[src/rtl/rt_pkg.sv]
package rt_pkg;
    typedef enum logic [2:0] {
        ST_ISSUED = 3'd0,
        ST_DISP   = 3'd1,
        ST_EXEC   = 3'd2,
        ST_DONE   = 3'd3,
        ST_FREE   = 3'd7
    } slot_st_e;

    typedef enum logic {
        S_EMPTY  = 1'b0,
        S_ACTIVE = 1'b1
    } ptr_state_e;
endpackage

[src/rtl/rt_ptr_fsm.sv]
module rt_ptr_fsm
    import rt_pkg::*;
#(
    parameter int DEPTH = 16,
    parameter int CW = 8,
    localparam int IW = $clog2(DEPTH),
    localparam int CNTW = $clog2(DEPTH + 1),
    localparam int RW = $clog2(CW + 1)
) (
    input  logic            clk,
    input  logic            rst_n,
    input  logic            alloc_req,
    input  logic [RW-1:0]   ret_n,
    output logic [IW-1:0]   head,
    output logic [CNTW-1:0] occ,
    output logic            empty,
    output logic            full,
    output logic [IW-1:0]   alloc_idx,
    output logic            alloc_fire
);
    ptr_state_e state_q, state_d;
    logic [IW-1:0] head_q, head_d, tail_q, tail_d;
    logic drain;

    function automatic logic [IW-1:0] step1(input logic [IW-1:0] p);
        return (p == IW'(DEPTH - 1)) ? '0 : p + 1'b1;
    endfunction

    function automatic logic [IW-1:0] stepn(input logic [IW-1:0] p, input logic [RW-1:0] n);
        logic [IW+RW:0] s;
        s = (IW+RW+1)'(p) + (IW+RW+1)'(n);
        if (s >= (IW+RW+1)'(DEPTH)) s = s - (IW+RW+1)'(DEPTH);
        return s[IW-1:0];
    endfunction

    // Outputs derived from the pointer state
    always_comb begin
        empty = (state_q == S_EMPTY);
        occ   = '0;
        full  = 1'b0;
        if (state_q == S_ACTIVE) begin
            if (tail_q >= head_q)
                occ = CNTW'(tail_q) - CNTW'(head_q) + CNTW'(1);
            else
                occ = CNTW'(DEPTH) + CNTW'(tail_q) - CNTW'(head_q) + CNTW'(1);
            full = ((head_q == '0) && (tail_q == IW'(DEPTH - 1))) || (step1(tail_q) == head_q);
        end
        alloc_fire = alloc_req && !full;
        alloc_idx  = empty ? '0 : step1(tail_q);
        head       = head_q;
        drain      = (state_q == S_ACTIVE) && (CNTW'(ret_n) == occ);
    end

    // Transitions: T_FIRST_ALLOC, T_STEP, T_DRAIN, T_DRAIN_REFILL
    always_comb begin
        state_d = state_q;
        head_d  = head_q;
        tail_d  = tail_q;
        unique case (state_q)
            S_EMPTY: begin
                if (alloc_fire) begin
                    state_d = S_ACTIVE;
                    head_d  = '0;
                    tail_d  = '0;
                end
            end
            S_ACTIVE: begin
                if (drain && !alloc_fire) begin
                    state_d = S_EMPTY;
                end else if (drain) begin
                    head_d = step1(tail_q);
                    tail_d = step1(tail_q);
                end else begin
                    head_d = stepn(head_q, ret_n);
                    if (alloc_fire) tail_d = step1(tail_q);
                end
            end
        endcase
    end

    always_ff @(posedge clk) begin
        if (!rst_n) begin
            state_q <= S_EMPTY;
            head_q  <= '0;
            tail_q  <= '0;
        end else begin
            state_q <= state_d;
            head_q  <= head_d;
            tail_q  <= tail_d;
        end
    end

    p_first_slot_zero_r2: assert property (@(posedge clk) disable iff (!rst_n)
        (state_q == S_EMPTY && alloc_fire) |=> (state_q == S_ACTIVE && head_q == '0 && tail_q == '0));
    p_full_blocks_alloc_r3: assert property (@(posedge clk) disable iff (!rst_n)
        (full && alloc_req) |=> $stable(tail_q));
    p_occ_bound_r3: assert property (@(posedge clk) disable iff (!rst_n)
        occ <= CNTW'(DEPTH));
    p_drain_to_empty_r8: assert property (@(posedge clk) disable iff (!rst_n)
        (drain && !alloc_fire) |=> empty);
endmodule

[src/rtl/rt_retire_pick.sv]
module rt_retire_pick
    import rt_pkg::*;
#(
    parameter int DEPTH = 16,
    parameter int CW = 8,
    parameter int AW = 32,
    parameter int ZW = 4,
    localparam int IW = $clog2(DEPTH),
    localparam int CNTW = $clog2(DEPTH + 1),
    localparam int RW = $clog2(CW + 1)
) (
    input  logic                     clk,
    input  logic                     rst_n,
    input  logic [IW-1:0]            head,
    input  logic [CNTW-1:0]          occ,
    input  logic [DEPTH-1:0][2:0]    status,
    input  logic [DEPTH-1:0][AW-1:0] waddr,
    input  logic [DEPTH-1:0][ZW-1:0] wsize,
    input  logic                     lsq_space,
    output logic [RW-1:0]            ret_n,
    output logic [DEPTH-1:0]         ret_mask,
    output logic                     sq_valid,
    output logic [AW-1:0]            sq_addr,
    output logic [ZW-1:0]            sq_size,
    output logic [IW-1:0]            sq_idx
);
    function automatic logic [IW-1:0] slot_at(input logic [IW-1:0] p, input int k);
        logic [IW+RW:0] s;
        s = (IW+RW+1)'(p) + (IW+RW+1)'(k);
        if (s >= (IW+RW+1)'(DEPTH)) s = s - (IW+RW+1)'(DEPTH);
        return s[IW-1:0];
    endfunction

    always_comb begin
        logic go;
        logic [IW-1:0] idx;
        go       = 1'b1;
        ret_n    = '0;
        ret_mask = '0;
        sq_valid = 1'b0;
        sq_addr  = '0;
        sq_size  = '0;
        sq_idx   = '0;
        for (int k = 0; k < CW; k++) begin
            idx = slot_at(head, k);
            if (go && (CNTW'(k) < occ) && (status[idx] == ST_EXEC)) begin
                if (waddr[idx] != '0) begin
                    if (lsq_space && !sq_valid) begin
                        sq_valid = 1'b1;
                        sq_addr  = waddr[idx];
                        sq_size  = wsize[idx];
                        sq_idx   = idx;
                        ret_mask[idx] = 1'b1;
                        ret_n = ret_n + 1'b1;
                    end else begin
                        go = 1'b0;
                    end
                end else begin
                    ret_mask[idx] = 1'b1;
                    ret_n = ret_n + 1'b1;
                end
            end else begin
                go = 1'b0;
            end
        end
    end

    p_store_needs_space_r7: assert property (@(posedge clk) disable iff (!rst_n)
        sq_valid |-> lsq_space);
    p_retire_within_live_r6: assert property (@(posedge clk) disable iff (!rst_n)
        CNTW'(ret_n) <= occ);
    p_mask_matches_count_r6: assert property (@(posedge clk) disable iff (!rst_n)
        $countones(ret_mask) == int'(ret_n));
endmodule

[src/rtl/rt_alias_map.sv]
module rt_alias_map #(
    parameter int NREG = 32,
    parameter int DST_N = 4,
    parameter int DEPTH = 16,
    localparam int IW = $clog2(DEPTH),
    localparam int RGW = $clog2(NREG)
) (
    input  logic                      clk,
    input  logic                      rst_n,
    input  logic                      set_en,
    input  logic [DST_N-1:0]          set_vld,
    input  logic [DST_N-1:0][RGW-1:0] set_reg,
    input  logic [IW-1:0]             set_idx,
    input  logic [DEPTH-1:0]          clr_mask,
    input  logic [RGW-1:0]            q_reg,
    output logic                      q_hit,
    output logic [IW-1:0]             q_idx
);
    logic [NREG-1:0]         map_v;
    logic [NREG-1:0][IW-1:0] map_i;

    always_ff @(posedge clk) begin
        if (!rst_n) begin
            map_v <= '0;
            map_i <= '0;
        end else begin
            for (int r = 0; r < NREG; r++) begin
                if (map_v[r] && clr_mask[map_i[r]]) map_v[r] <= 1'b0;
            end
            for (int j = 0; j < DST_N; j++) begin
                if (set_en && set_vld[j]) begin
                    map_v[set_reg[j]] <= 1'b1;
                    map_i[set_reg[j]] <= set_idx;
                end
            end
        end
    end

    assign q_hit = map_v[q_reg];
    assign q_idx = map_i[q_reg];

    p_alloc_maps_dst_r9: assert property (@(posedge clk) disable iff (!rst_n)
        (set_en && set_vld[0]) |=> (map_v[$past(set_reg[0])] && map_i[$past(set_reg[0])] == $past(set_idx)));
    p_retire_clears_r10: assert property (@(posedge clk) disable iff (!rst_n)
        (map_v[q_reg] && clr_mask[map_i[q_reg]] && !set_en) |=> !map_v[$past(q_reg)]);
endmodule

[src/rtl/reorder_tracker.sv]
module reorder_tracker
    import rt_pkg::*;
#(
    parameter int DEPTH = 16,
    parameter int NREG = 32,
    parameter int CW = 8,
    parameter int DST_N = 4,
    parameter int AW = 32,
    parameter int ZW = 4,
    localparam int IW = $clog2(DEPTH),
    localparam int RGW = $clog2(NREG),
    localparam int RW = $clog2(CW + 1),
    localparam int CNTW = $clog2(DEPTH + 1)
) (
    input  logic                      clk,
    input  logic                      rst_n,
    input  logic                      alloc_valid,
    input  logic [DST_N-1:0]          alloc_dst_vld,
    input  logic [DST_N-1:0][RGW-1:0] alloc_dst,
    input  logic [AW-1:0]             alloc_waddr,
    input  logic [ZW-1:0]             alloc_wsize,
    output logic [IW-1:0]             alloc_idx,
    output logic                      full,
    output logic                      empty,
    input  logic                      disp_valid,
    input  logic [IW-1:0]             disp_idx,
    input  logic                      cmpl_valid,
    input  logic [IW-1:0]             cmpl_idx,
    input  logic                      lsq_space,
    output logic                      st_valid,
    output logic [AW-1:0]             st_addr,
    output logic [ZW-1:0]             st_size,
    output logic [IW-1:0]             st_rob_idx,
    output logic [RW-1:0]             retire_cnt,
    input  logic [RGW-1:0]            map_q_reg,
    output logic                      map_q_hit,
    output logic [IW-1:0]             map_q_idx,
    input  logic [IW-1:0]             stat_q_idx,
    output logic [2:0]                stat_q_val
);
    logic [DEPTH-1:0][2:0]    status_q;
    logic [DEPTH-1:0][AW-1:0] waddr_q;
    logic [DEPTH-1:0][ZW-1:0] wsize_q;
    logic [IW-1:0]            head;
    logic [CNTW-1:0]          occ;
    logic                     alloc_fire;
    logic [DEPTH-1:0]         ret_mask;

    rt_ptr_fsm #(.DEPTH(DEPTH), .CW(CW)) u_ptr (
        .clk(clk), .rst_n(rst_n), .alloc_req(alloc_valid), .ret_n(retire_cnt),
        .head(head), .occ(occ), .empty(empty), .full(full),
        .alloc_idx(alloc_idx), .alloc_fire(alloc_fire)
    );

    rt_retire_pick #(.DEPTH(DEPTH), .CW(CW), .AW(AW), .ZW(ZW)) u_pick (
        .clk(clk), .rst_n(rst_n), .head(head), .occ(occ), .status(status_q),
        .waddr(waddr_q), .wsize(wsize_q), .lsq_space(lsq_space),
        .ret_n(retire_cnt), .ret_mask(ret_mask), .sq_valid(st_valid),
        .sq_addr(st_addr), .sq_size(st_size), .sq_idx(st_rob_idx)
    );

    rt_alias_map #(.NREG(NREG), .DST_N(DST_N), .DEPTH(DEPTH)) u_map (
        .clk(clk), .rst_n(rst_n), .set_en(alloc_fire), .set_vld(alloc_dst_vld),
        .set_reg(alloc_dst), .set_idx(alloc_idx), .clr_mask(ret_mask),
        .q_reg(map_q_reg), .q_hit(map_q_hit), .q_idx(map_q_idx)
    );

    // Slot status: later writes take priority (dispatch < completion < retire < allocate)
    always_ff @(posedge clk) begin
        if (!rst_n) begin
            for (int i = 0; i < DEPTH; i++) status_q[i] <= ST_FREE;
            waddr_q <= '0;
            wsize_q <= '0;
        end else begin
            if (disp_valid) status_q[disp_idx] <= ST_DISP;
            if (cmpl_valid) status_q[cmpl_idx] <= ST_EXEC;
            for (int i = 0; i < DEPTH; i++) begin
                if (ret_mask[i]) status_q[i] <= ST_DONE;
            end
            if (alloc_fire) begin
                status_q[alloc_idx] <= ST_ISSUED;
                waddr_q[alloc_idx]  <= alloc_waddr;
                wsize_q[alloc_idx]  <= alloc_wsize;
            end
        end
    end

    assign stat_q_val = status_q[stat_q_idx];

    p_cmpl_marks_exec_r4: assert property (@(posedge clk) disable iff (!rst_n)
        (cmpl_valid && !ret_mask[cmpl_idx]) |=> status_q[$past(cmpl_idx)] == ST_EXEC);
    p_alloc_marks_issued_r4: assert property (@(posedge clk) disable iff (!rst_n)
        alloc_fire |=> status_q[$past(alloc_idx)] == ST_ISSUED);

    for (genvar g = 0; g < DEPTH; g++) begin : g_slot_chk
        p_retire_needs_exec_r6: assert property (@(posedge clk) disable iff (!rst_n)
            ret_mask[g] |-> status_q[g] == ST_EXEC);
        p_retire_marks_done_r4: assert property (@(posedge clk) disable iff (!rst_n)
            ret_mask[g] |=> status_q[g] == ST_DONE);
    end
endmodule

[config.mk]
export PLATFORM = sky130hd
export DESIGN_NAME = reorder_tracker
export DESIGN_NICKNAME = d
export VERILOG_FILES = /design/src/rtl/rt_pkg.sv /design/src/rtl/rt_ptr_fsm.sv /design/src/rtl/rt_retire_pick.sv /design/src/rtl/rt_alias_map.sv /design/src/rtl/reorder_tracker.sv
export SDC_FILE = /design/constraint.sdc
export NUM_CORES = 2
export LEC_CHECK = 0
export CELL_PAD_IN_SITES_DETAIL_PLACEMENT = 1
export CELL_PAD_IN_SITES_GLOBAL_PLACEMENT = 2
export CORE_ASPECT_RATIO = 2
export CORE_MARGIN = 2
export CORE_UTILIZATION = 35
export CTS_BUF_LIST = sky130_fd_sc_hd__clkbuf_16
export DETAILED_ROUTE_END_ITERATION = 10
export PLACE_DENSITY = 0.76
export SYNTH_ARGS = -nofsm -noshare
export SYNTH_HDL_FRONTEND = slang
export SYNTH_SLANG_ARGS = --single-unit
[constraint.sdc]
create_clock -name clk -period 12.8 [get_ports clk]
set_clock_uncertainty 0.2 [all_clocks]
set_input_delay 3.2 -clock clk [delete_from_list [all_inputs] [get_ports clk]]
set_output_delay 3.2 -clock clk [all_outputs]
set_load 0.05 [all_outputs]
Word-level counts from Yosys, hierarchy flattened
Index checks and enable logic that the tools add are counted.

Logic and storage cells: 797. Register bits after elaboration: 793. Output and inout bits: 59.

Bitwise logic cells: 20. Reduce and logical (&&, ||, !) cells: 98. Add/subtract/negate cells: 30. Multiplexer cells: 469. Order comparisons: 82. Eq/ne operators: 14.

Operators by type and width (number): two-way mux 32 bit (40); binary-select mux 32 bit (select 4 bit) (8); two-way mux 128 bit (7); bitwise mux 128 bit (4); bitwise mux 512 bit (1); two-way mux 4 bit (100); two-way mux 16 bit (24); nonzero test 32 bit (8); < comparator 4 x 5 -> 1 bit (second input constant) (44); two-way mux 48 bit (4); two-way mux 1 bit (159); OR 16 bit (9); two-way mux 3 bit (44); binary-select mux 1 bit (select 4 bit) (32); binary-select mux 4 bit (select 4 bit) (8); demux 32 bit (select 4 bit) (1); OR 32 bit (4); binary-select mux 3 bit (select 4 bit) (9); demux 4 bit (select 5 bit) (4); logical AND 1 bit (77); AND 32 bit (2); bitwise mux 64 bit (1); inverter 32 bit (2); AND 48 bit (1); other kinds (42) (120).

Depth between registers and ports, before layout
Depth after elaboration: 59. Depth in mapped cells: 43. Mapped depth without buffers: 39.

Cells and area by module
From an unflattened synthesis, not the netlist that was laid out.

Cells, all modules: 6917. Area total of the unflattened synthesis: 65038.6 µm².

Modules (own cells, without submodules): rt_retire_pick (area each 26947.1 µm², cells each 2524, instances 1, seq. area each 0.0 µm²); reorder_tracker (area each 23955.5 µm², cells each 2874, instances 1, seq. area each 12492.0 µm²); rt_alias_map (area each 13091.3 µm², cells each 1400, instances 1, seq. area each 3203.1 µm²); rt_ptr_fsm (area each 1044.8 µm², cells each 119, instances 1, seq. area each 180.2 µm²).

Worst setup path after synthesis
Ideal clock, no wire load.

Path type: input to output. Start point: in lsq_space. End point: out retire_cnt[2]. Arrival time: 8716 ps. Stages on the path: 28. Path slack: 684 ps. Cell sequence: clkbuf_1 -> inv_1 -> o21ai_2 -> and2_1 -> buf_2 -> ha_1 -> and3_1 -> a221oi_2 -> buf_2 -> nor2_1 -> clkbuf_1 -> xor2_1 -> ha_1 -> mux2_2 -> ha_1 -> nor2_1 -> nor2_1 -> ha_1 -> mux2i_1 -> a21oi_1 -> ha_1 -> mux2_2 -> ha_1 -> inv_1 -> nor2_1 -> xor2_1 -> nand2_1 -> xor2_1.

Longest elaborated chain between the ends: 38.

RTL lines: start, declared (line reorder_tracker.sv:29) `input logic lsq_space,`; parallel branches: the longest is 37 deep, another holds adder 4 x 1 -> 4 bit; two-way mux 4 bit (*) (line rt_retire_pick.sv:46) `if (go && (CNTW'(k) < occ) && (status[idx] == ST_EXEC)) begin`; end, declared (line reorder_tracker.sv:34) `output logic [RW-1:0] retire_cnt,`.

Every way passes the cells marked *.

Worst setup path after layout
Start point: reg u_ptr.head_q[2] (netlist: u_ptr.head[2]). End point: out retire_cnt[2].

Longest elaborated chain between the ends: 42.

RTL lines: start, declared (line rt_ptr_fsm.sv:22) `logic [IW-1:0] head_q, head_d, tail_q, tail_d;`; start signal, assigned (line rt_ptr_fsm.sv:84) `head_q <= '0;`; start signal, assigned (line rt_ptr_fsm.sv:88) `head_q <= head_d;`; parallel branches: the longest is 41 deep, another holds subtractor 5 x 4 -> 5 bit; two-way mux 4 bit (*) (line rt_retire_pick.sv:46).

Every way passes the cells marked *. The select of a mux whose other input is x is not followed.

==> results by stage <==
Clocking:
- The clock latency on the worst-skew pair is 0.77 ns.
- The number of H-tree levels is 3.
- The number of sinks handled by clock tree synthesis is 793.
- The longest clock path from root to sink contains 3 buffers.
- TritonCTS built the clock tree.
- Clock tree synthesis selected as its root buffer the cell clkbuf_16.
- Clock tree synthesis inserted a total of 87 buffers.
- The clock-pin slew on the worst setup and hold paths is 0.07 ns.

Routing:
- Dividing the detail-routed wire length by the instance count gives 36.9 microns.
- The detailed-router iteration count before antenna repair is 6.
- In this run, the number of DRC markers left after iteration 0 of detailed routing was 6441.
- Summed over all layers, the routed wires come to 337000 microns.
- After detailed routing, the number of remaining DRC violations is 0.
- The total number of vias is 63554.
- The via density per instance is 6.95.
- The detail route stage leaves a number of antenna-violating nets equal to 0.

Logic synthesis:
- For this run, asynchronously set or reset flops after synthesis account for 0.
- The number of warnings issued by yosys is 0.
- The synthesized area per cell is 9.19 sq um.
- The post-synthesis cell count is 6974.
- The count of different cell masters after synthesis is 91.
- The synthesized flop and latch total is 793.
- After synthesis, the most frequently instantiated cells are nand2_1 (1702), mux4_2 (872), dfxtp_1 (793).
- The number of nets produced by synthesis is 7093.
- The most common cell in the synthesized netlist is nand2_1.
- The largest total area in the synthesized netlist belongs to mux4_2.
- For this run, the register share of the synthesized area comes to 0.248.
- Among all flip-flop cells after synthesis, the most frequent one is dfxtp_1.
- The count of flip-flops with a built-in enable after synthesis is 0.
- The share of the synthesized area in the top cell type is 0.306.
- After synthesis the cells add up to 64100 sq um.
- In the post-synthesis netlist, the biggest area contributors are mux4_2 (31%), dfxtp_1 (25%), nand2_1 (10%), a21boi_0 (7.2%), clkbuf_1 (3.0%).

Setup path:
- The type of origin of the critical path is a register.
- The worst register-to-register path begins at u_ptr.head[2].
- The terminus of the critical flop-to-flop path is u_ptr.head[3].
- The largest single stage delay on the critical path is 0.60 ns.
- Data on the critical path arrives at its endpoint at 9.12 ns.
- Setup slack on the worst reg-to-reg path comes out at 2.74 ns.
- Among all stages on the critical path, the largest delay is contributed by dfxtp_2.
- The largest fanout on the critical path is 43.
- The worst reg2reg path depth is 36.
- The worst setup path is of the register to output port kind.
- The cell repeated most along the worst path is ha_1.
- The required time reported for the critical path endpoint is 9.40 ns.
- STA classifies the critical path endpoint as an output port.

Hold path:
- The tightest min-delay check is of the register to register type.
- For hold timing, the worst endpoint is status_q[35].
- Along the worst hold path, the cell count comes to 2.
- The source of the worst hold timing path is status_q[35].

Timing:
- Measured against its own limit, the worst slew margin works out to 0.0754.
- For the final routed database, the setup TNS stands at 0 ns.
- Hold timing on the final database bottoms out at a slack of 0.314 ns.
- Dividing the final minimum period by the clock period gives 0.978.
- The number of hold-slack violations in the final timing report is 0.
- Setup repair after global routing left no endpoint under its margin.
- For the pin with the worst max-slew slack, the measured transition is 1.37 ns.
- The shortest period the worst path allows is 12.52 ns.
- The final count of negative-setup-slack endpoints is 0.
- The count of pins over their slew limit is 0.
- The maximum clock rate is 79.9 MHz.
- After layout, the worst setup slack is 0.280 ns.

Die:
- In this run the core area contains 222 standard-cell rows.
- The overall die width is 307 microns.
- In this run the count of I/O pins placed on the die edge is 142.
- The die covers 187000 sq um.
- The die boundary height is 609 microns.
- The initial core utilization is 0.351.
- The total core area is 182000 sq um.

Final layout:
- The final layout contains 6828 nets.
- The share of layout cells above drive strength 1 is 0.214.
- Fill cells in the final layout number 20460.
- In the final layout, flip-flops and latches occupy 15900 sq um.
- With fillers left out, the area of the finished cells amounts to 71800 sq um.
- From synthesis to final layout, the design area changed by 11.9%.
- The combined area of the multi-input logic cells is 45500 sq um.

Placed design:
- At the placement stage, the worst setup path has a slack of 0.284 ns.
- The count of buffers added on input and output ports is 141.
- Once placement finished, the instance area stood at 68600 sq um.
- The HPWL reported at the end of detailed placement is 228000 microns.
- At the end of routability-driven placement, the weighted congestion stood at 1.01.

Power and ir drop:
- In this run the power density over the cells is 133 nW/um^2.
- The peak supply drop is 0.158 mV.
- The leakage dissipation is 23.1 nW.

Run status:
- The run finished with clean final reports.

Global routing:
- The initial antenna violation count is 20.
- The pin count of the biggest net entering global routing is 253.
- The first-pass GRT wire length is 478000 microns.
- The total overflow left after global routing is 0.
- Across every metal layer, demand over resource in global routing totals 0.356.
- The number of global-route vias before repair is 65114.

Run:
- The number of maximum-capacitance violations is 0.
[power breakdown]
group	internal (mW)	total (mW)	switching, mW
sequential	2.52	2.60	0.0785
clock	1.50	2.74	1.24
combinational	1.49	4.20	2.71
[flip-flops by register name, indices dropped and copies added, names as in the netlist]
name,cells
status_q,48
u_map.map_i,128
u_map.map_v,32
u_ptr.head,4
u_ptr.state_q,1
u_ptr.tail_q,4
waddr_q,512
wsize_q,64
[final cells by class]
cell class                 instances  share of cell area
timing repair buffer             393              0.0597
clock inverter                    69             0.00928
clock buffer                      90              0.0314
inverter                          33             0.00185
multi-input combinational       5401               0.635
antenna                           16            0.000558
sequential                       793               0.221
tap                             2352              0.0410
[per-stage QoR]
stage                util  instances  power, mW
finish              0.393       9147       9.54
global route        0.393       9136       9.75
CTS                 0.392       9118       9.41
detailed placement  0.376       8959       6.68
global placement    0.376       8959       6.62
floorplan               -       6974       5.14
[routing by layer]
layer / part of all wire / global-route usage / up-vias
li1: - / - / 25533
met1: 0.31 / 0.359 / 32380
met2: 0.48 / 0.593 / 4057
met3: 0.085 / 0.0819 / 1568
met4: 0.12 / 0.354 / 16
met5: 0.00031 / 0 / -
[worst max path at each step]
stage                  startpoint             to  slack, ns  cells past startpoint
floorplan               lsq_space  retire_cnt[2]       0.68                     28
global placement        lsq_space  retire_cnt[2]       0.12                     27
detailed placement      lsq_space  retire_cnt[2]       0.28                     27
CTS                 u_ptr.head[3]  retire_cnt[2]       0.01                     34
global route        u_ptr.head[0]  retire_cnt[2]       0.05                     35
finish              u_ptr.head[2]  retire_cnt[2]       0.28                     31
[logic make-up (layout without fill, tap and decap cells)]
logic type,count (synthesis),count (layout),synth area share
AO/OA/AOI/OAI,1471,1471,0.160
XOR/XNOR,42,42,0.00654
adder cells (fa/ha/maj),37,37,0.00759
buffers and inverters,780,585,0.0507
flip-flops,793,793,0.248
multiplexers,1067,1067,0.337
other,0,16,0
AND/OR/NAND/NOR,2784,2784,0.190
[worst max-delay path: cells and delay by family (launching register included)]
family / cells / cell delay [ns]
adders and majority gates: 7 / 2.09
muxes: 4 / 1.22
AOI/OAI and AO/OA: 4 / 1.03
buffers and inverters: 5 / 1.16
and+or+nand+nor: 8 / 1.51
xor gates and xnor gates: 3 / 0.63
DFF: 1 / 0.60
[placed cells by master (no fill, tap or decap), drive strengths merged, types with 32 or more instances in the layout]
cell,n
a21boi,616
nor2,320
o22ai,65
nand4,90
a22oi,128
mux4,872
nor4,71
o2111ai,70
nand2,1703
dfxtp,793
a221oi,33
o21ai,195
ha,33
a21oi,190
buf,299
nand2b,32
inv,48
clkdlybuf4s50,93
o211ai,36
clkinv,39
mux2i,174
nor2b,147
nand3,269
clkbuf,91
[what timing repair did]
item	4_1_cts	5_1_grt
setup buffers	0	11
pin swaps	0	1
resized for setup	1	14
setup endpoints to repair	1	3
hold buffers	0	0
Note: power is estimated with default switching activity, not from simulation.
